===== src/rtl/mtc_pkg.sv =====
`timescale 1ns/1ps
package mtc_pkg;

  // Unsigned forward distance from cur to nxt must be in 1..lim.
  function automatic logic in_window(input logic [63:0] nxt,
                                     input logic [63:0] cur,
                                     input logic [63:0] lim);
    logic [63:0] d;
    d = nxt - cur;
    return (d != 64'd0) && (d <= lim);
  endfunction

  // A row counts as a write only when both bits are set.
  function automatic logic row_is_write(input logic op, input logic wr);
    return op & wr;
  endfunction

  // The write bit may be set only together with the operation bit.
  function automatic logic flags_illegal(input logic op, input logic wr);
    return wr & ~op;
  endfunction

  // Value rule: writes are free, otherwise continue or start at zero.
  function automatic logic value_legal(input logic nxt_write,
                                       input logic continuing,
                                       input logic equal,
                                       input logic nxt_zero);
    return nxt_write | (continuing ? equal : nxt_zero);
  endfunction

endpackage


===== src/rtl/mtc_order_rules.sv =====
`timescale 1ns/1ps
module mtc_order_rules
  import mtc_pkg::*;
#(
  parameter int ADDR_W    = 32,
  parameter int STEP_W    = 32,
  parameter int TRACE_LEN = 1024
) (
  input  logic [ADDR_W-1:0] prev_addr,
  input  logic [STEP_W-1:0] prev_step,
  input  logic              prev_lastacc,
  input  logic [ADDR_W-1:0] cur_addr,
  input  logic [STEP_W-1:0] cur_step,
  output logic              same_addr_ok,
  output logic              step_ok,
  output logic              addr_ok,
  output logic              order_ok
);

  localparam logic [63:0] LIM = 64'(TRACE_LEN);

  assign same_addr_ok = (cur_addr == prev_addr);
  assign step_ok      = in_window(64'(cur_step), 64'(prev_step), LIM);
  assign addr_ok      = in_window(64'(cur_addr), 64'(prev_addr), LIM);
  assign order_ok     = prev_lastacc ? addr_ok : (same_addr_ok & step_ok);

endmodule


===== config.mk =====
export PLATFORM = sky130hd
export DESIGN_NAME = mtc_order_rules
export DESIGN_NICKNAME = d
export VERILOG_FILES = /design/src/rtl/mtc_pkg.sv /design/src/rtl/mtc_order_rules.sv
export SDC_FILE = /design/constraint.sdc
export NUM_CORES = 1
export LEC_CHECK = 0
export ABC_AREA = 0
export BUFFER_PORTS_ARGS = -buffer_cell sky130_fd_sc_hd__buf_2
export CAP_MARGIN = 15
export CORE_MARGIN = 3
export CORE_UTILIZATION = 35
export DETAILED_ROUTE_END_ITERATION = 6
export PLACE_DENSITY = 0.55
export SYNTH_ARGS = -nofsm -noshare
export SYNTH_HDL_FRONTEND = slang
export SYNTH_SLANG_ARGS = --single-unit

===== constraint.sdc =====
create_clock -name vclk -period 4.4
set_input_delay 0.44 -clock vclk [all_inputs]
set_output_delay 0.44 -clock vclk [all_outputs]
set_load 0.02 [all_outputs]

==> reports/qor.csv, run 1 <==
metric,value,unit
final_common_cell,buf_2,
clkbuf_count,0,
finalSetupViolCount,0,
crit_required,3.96,ns
min_from,prev_lastacc,
rows,39,
dr_wl_met3,697,um
worst_slack,0.205,ns
relSlewSlack,0.615,
grt_max_degree,12,
dp_slack,0.118,ns
place.gp.congestion,1.02,
highest_layer,met4,
power_density,140,nW/um^2
path_max_fanout,4,
cp.depth,14,
dieArea,13200,sq um
path_delay_family,simple AND/OR/NAND/NOR gates,
timing.final.crit_share,0.953,
drv_cap,0,
area_growth,19.7,%
path_class,in2out,
cts_hold_repair.buffers,0,
worstMarginPinSlew,0.573,ns
num_vias,5131,
fin_util,0.432,
placed_area,4920,sq um
p_leak,2.43,nW
min_to,order_ok,
seq_cell_count,0,
fmax,0.238,GHz
timing.final.max_slew_violations,0,
setup_tns,0,ns
critPathLaunchType,primary input,
synth-seq-area-share,0,
core-area,11500,sq um
drt_wl_total,13600,um
hold_viol,0,
wl_met1,6830,um
fillers,1255,
ios,133,
grt_pass1_wl,22400,um
endpoint_kind,output pin,
path_buf_inv,3,
antenna_left,0,
critPathMaxStageDelay,0.41,ns
holdPathStages,4,
rsz0062_at_grt,no,
viasPerCell,5.71,
yosysWarnings,0,
dpl.hpwl,11800,um
nNetsFinal,950,
hold_path_class,in2out,
synth_cells,638,
grt_use_total,0.197,
antenna_found_initial,0,
drtIter0Drc,315,
globalRouteOverflowTotal,0,
synth_area,4140,sq um
initial_core_util,0.361,
drive_gt1_frac,0.216,
die_width,115,um
syn_avg_cell_area,6.49,sq um
max-vdd-ir-drop,0.0541,mV
finalCriticalPeriod,4.19,ns
final_cell_mix,"buf_2, inv_1, a21oi_1",
seqCellArea,0,sq um
port_buffers,133,
num_antenna_cells,0,
whs,1.33,ns
final_area,4950,sq um
multi_input_area,3750,sq um
ys_types,72,
dieHeight,115,um
crit_slowest_cell,nor4_2,
wire_per_inst,15.2,um
grt_pass1_vias,4809,
path_cells,buf_2 -> inv_1 -> ha_1 -> and2_1 -> o211a_4 -> or3_4 -> a211o_1 -> a211o_1 -> a2111oi_2 -> nand4_1 -> nor4_2 -> nand4_1 -> o32ai_2 -> buf_2,
dr.pass1.iters,5,
drc_errors,0,
route.met2.wl,5990,um
cp.arrival,3.75,ns
syn_nets,831,
outcome,finished clean,
cell usage after synthesis, types with 5 or more instances:
library cell,count,area share
a211oi_1,7,0.013
a21o_1,10,0.018
a21oi_1,64,0.077
a221oi_1,5,0.011
a31oi_1,9,0.014
and2_1,7,0.011
buf_2,6,0.0073
clkbuf_1,15,0.014
ha_1,64,0.19
inv_1,83,0.075
mux2_2,5,0.014
mux2i_1,6,0.015
nand2_1,53,0.048
nand2b_1,6,0.0091
nand3_1,17,0.021
nand4_1,24,0.036
nor2_1,49,0.044
nor2b_1,9,0.014
nor3_1,11,0.013
nor4_1,5,0.0076
o2111ai_1,6,0.013
o211ai_1,11,0.020
o21a_1,11,0.020
o21ai_0,33,0.040
o21bai_1,7,0.013
o221ai_1,5,0.011
o31ai_1,7,0.013
or4_1,5,0.0091
xnor2_1,16,0.034
xor2_1,11,0.023
tightest hold or removal path, delay by kind of cell:
family                 cells  cell delay [ns]
buffers and inverters      2             0.27
AND/OR/NAND/NOR            1             0.09
AO/OA/AOI/OAI              1             0.09
layer usage:
| layer | vias up | track usage |
|---|---|---|
| met5 | - | 0 |
| met4 | 0 | 0.0188 |
| met3 | 11 | 0.00684 |
| met2 | 148 | 0.325 |
| met1 | 2363 | 0.296 |
| li1 | 2609 | - |
power by group:
group          switching, mW  total, mW  internal, mW
registers                  0          0             0
clock network              0          0             0
logic                  0.404      0.696         0.292
cells by family (layout without fill, tap and decap cells):
family          after synthesis  after routing  share of synthesized area
compound gates              218            218                      0.359
buf+inv                     105            222                     0.0989
fa+ha+maj                    64             64                      0.193
mux                          11             11                     0.0281
xor+xnor                     27             27                     0.0571
simple gates                213            213                      0.264
through the flow:
stage               std cells  power (mW)
finish                    898       0.696
global route              898       0.775
CTS                       896       0.679
detailed placement        896       0.675
global placement          896       0.678
floorplan                 638       0.488
area by class of cell:
cell class                 instances  share of cell area
inverter                          83              0.0629
multi-input combinational        533               0.758
timing repair buffer             139               0.143
tap                              143              0.0361
worst max-delay path by stage:
stage,start,to,slack (ns)
2_1_floorplan,prev_step[6],order_ok,0.57
6_report,prev_addr[2],order_ok,0.21
3_3_place_gp,prev_step[6],order_ok,0.11
5_1_grt,prev_addr[3],order_ok,0.03
3_5_place_dp,prev_step[6],order_ok,0.12
4_1_cts,prev_step[6],order_ok,0.08
repair_timing:
action / CTS / global route
setup buffers: 0 / 2
endpoints found under the hold margin: 0 / 0
gates resized for setup: 0 / 4
setup endpoints to repair: 0 / 1
(Power assumes the default switching activity.)
==> run 2, diff against run 1 <==
--- a/config.mk
+++ b/config.mk
@@ -6,12 +6,13 @@
 export NUM_CORES = 1
 export LEC_CHECK = 0
 export ABC_AREA = 0
-export BUFFER_PORTS_ARGS = -buffer_cell sky130_fd_sc_hd__buf_2
+export BUFFER_PORTS_ARGS = -buffer_cell sky130_fd_sc_hd__buf_4
 export CAP_MARGIN = 15
 export CORE_MARGIN = 3
 export CORE_UTILIZATION = 35
 export DETAILED_ROUTE_END_ITERATION = 6
 export PLACE_DENSITY = 0.55
+export RECOVER_POWER = 50
 export SYNTH_ARGS = -nofsm -noshare
 export SYNTH_HDL_FRONTEND = slang
 export SYNTH_SLANG_ARGS = --single-unit
==> run 2 against run 1 <==
  * Worst setup slack worse by 0.0099 ns
  * First-iteration DRC count is 11% higher
  * Critical path depth stayed put
  * Routed wire length is 1.9% higher
  * Final area is 6.7% higher
  * Hold slack worse by 0.011 ns
  * Fmax is 0.24% lower
  * Flip-flop and latch count stayed put
  * Critical endpoint unchanged
  * Largest power group unchanged
  * Highest routed layer unchanged
==> reports/qor.csv, run 2 (synthesized netlist as in run 1, its figures left out) <==
metric,value,unit
outcome,finished clean,
critPathLaunchType,primary input,
fin_util,0.461,
p_leak,2.54,nW
p_sw_frac,0.558,
crit_required,3.96,ns
finalCriticalPeriod,4.20,ns
path_class,in2out,
setup_tns,0,ns
crit_slowest_cell,or3b_2,
max-vdd-ir-drop,0.0566,mV
dieArea,13200,sq um
antenna_found_initial,0,
viasPerCell,5.74,
dr.pass1.iters,5,
initial_core_util,0.361,
grt_max_degree,12,
ios,133,
seq_cell_count,0,
cts_hold_repair.buffers,0,
grt_pass1_vias,4865,
final_area,5290,sq um
place_inst,896,
final_common_cell,buf_4,
nNetsFinal,949,
multi_input_area,3760,sq um
power,0.729,mW
fmax,0.238,GHz
grt_pass1_wl,22700,um
fillers,1193,
dpl.hpwl,11900,um
drv_cap,0,
drc_errors,0,
path_buf_inv,3,
share_clk_of_total_power,0,
place.gp.congestion,1.02,
hold_viol,0,
power_frac_comb,1.000,
hold_path_class,in2out,
die_width,115,um
wire_per_inst,15.5,um
min_from,prev_lastacc,
path_cells,buf_4 -> inv_1 -> ha_2 -> a211o_1 -> a21oi_1 -> nand4b_1 -> a211oi_4 -> nor2_1 -> a31oi_2 -> o21ai_0 -> xnor2_1 -> or3b_2 -> o32ai_2 -> buf_4,
timing.final.crit_share,0.956,
finalSetupViolCount,0,
grt_use_total,0.199,
power_frac_seq,0,
core-area,11500,sq um
num_antenna_cells,0,
final_cell_mix,"buf_4, inv_1, a21oi_1",
cp.arrival,3.76,ns
min_to,order_ok,
placed_area,5250,sq um
final_cells,897,
timing.final.max_slew_violations,0,
power_density,138,nW/um^2
path_delay_family,compound AO/OA/AOI/OAI gates,
drt_wl_total,13900,um
path_common_cell,buf_4,
port_buffers,133,
antenna_left,0,
p_int,0.322,mW
drtIter0Drc,349,
num_vias,5153,
globalRouteOverflowTotal,0,
worstMarginPinSlew,0.554,ns
path_max_fanout,10,
clkbuf_count,0,
p_switching,0.407,mW
critPathMaxStageDelay,0.46,ns
drive_gt1_frac,0.216,
rows,39,
relSlewSlack,0.628,
area_growth,27.7,%
endpoint_kind,output pin,
holdPathStages,4,
dieHeight,115,um
seqCellArea,0,sq um
## run 2: worst max path at each step
stage	from	to	slack, ns	cells after the start
after floorplan	prev_step[6]	order_ok	0.57	13
final	prev_step[6]	order_ok	0.20	14
after global routing	prev_step[6]	order_ok	-0.02	14
after CTS	prev_step[6]	order_ok	0.07	14
after detailed placement	prev_step[6]	order_ok	0.1	14
after global placement	prev_step[6]	order_ok	0.21	14
## run 2: per-stage QoR
stage               hold WS (ns)  setup slack (ns)
detailed placement          1.32            0.0955
floorplan                   1.09             0.566
global route                1.33           -0.0235
CTS                         1.32            0.0730
global placement            1.32             0.206
finish                      1.32             0.195
## run 2: worst min-delay path, stage by stage
cell and delay (ns):
buf_4 0.09, or3b_2 0.11, o32ai_2 0.08, buf_4 0.16
## run 2: final cells by class
cell class	count	area share
Inverter	83	0.0589
Multi-Input combinational cell	533	0.711
Tap cell	143	0.0338
Timing Repair Buffer	138	0.196
## run 2: metal layers
layer / track usage / part of all wire / up-vias
met2: 0.324 / 0.44 / 234
met5: 0 / 0 / -
met3: 0.00789 / 0.075 / 10
li1: - / - / 2595
met1: 0.301 / 0.48 / 2314
met4: 0.0235 / 0.0067 / 0
## run 2: power groups by stage
stage / logic (mW) / clock network (mW) / registers (mW)
6_report: 0.729 / 0 / 0
5_1_grt: 0.807 / 0 / 0
4_1_cts: 0.712 / 0 / 0
3_5_place_dp: 0.708 / 0 / 0
3_3_place_gp: 0.706 / 0 / 0
2_1_floorplan: 0.488 / 0 / 0
## run 2: what timing repair did
action	CTS	global route
resized for setup	0	5
setup buffers	0	1
setup endpoints to repair	0	2
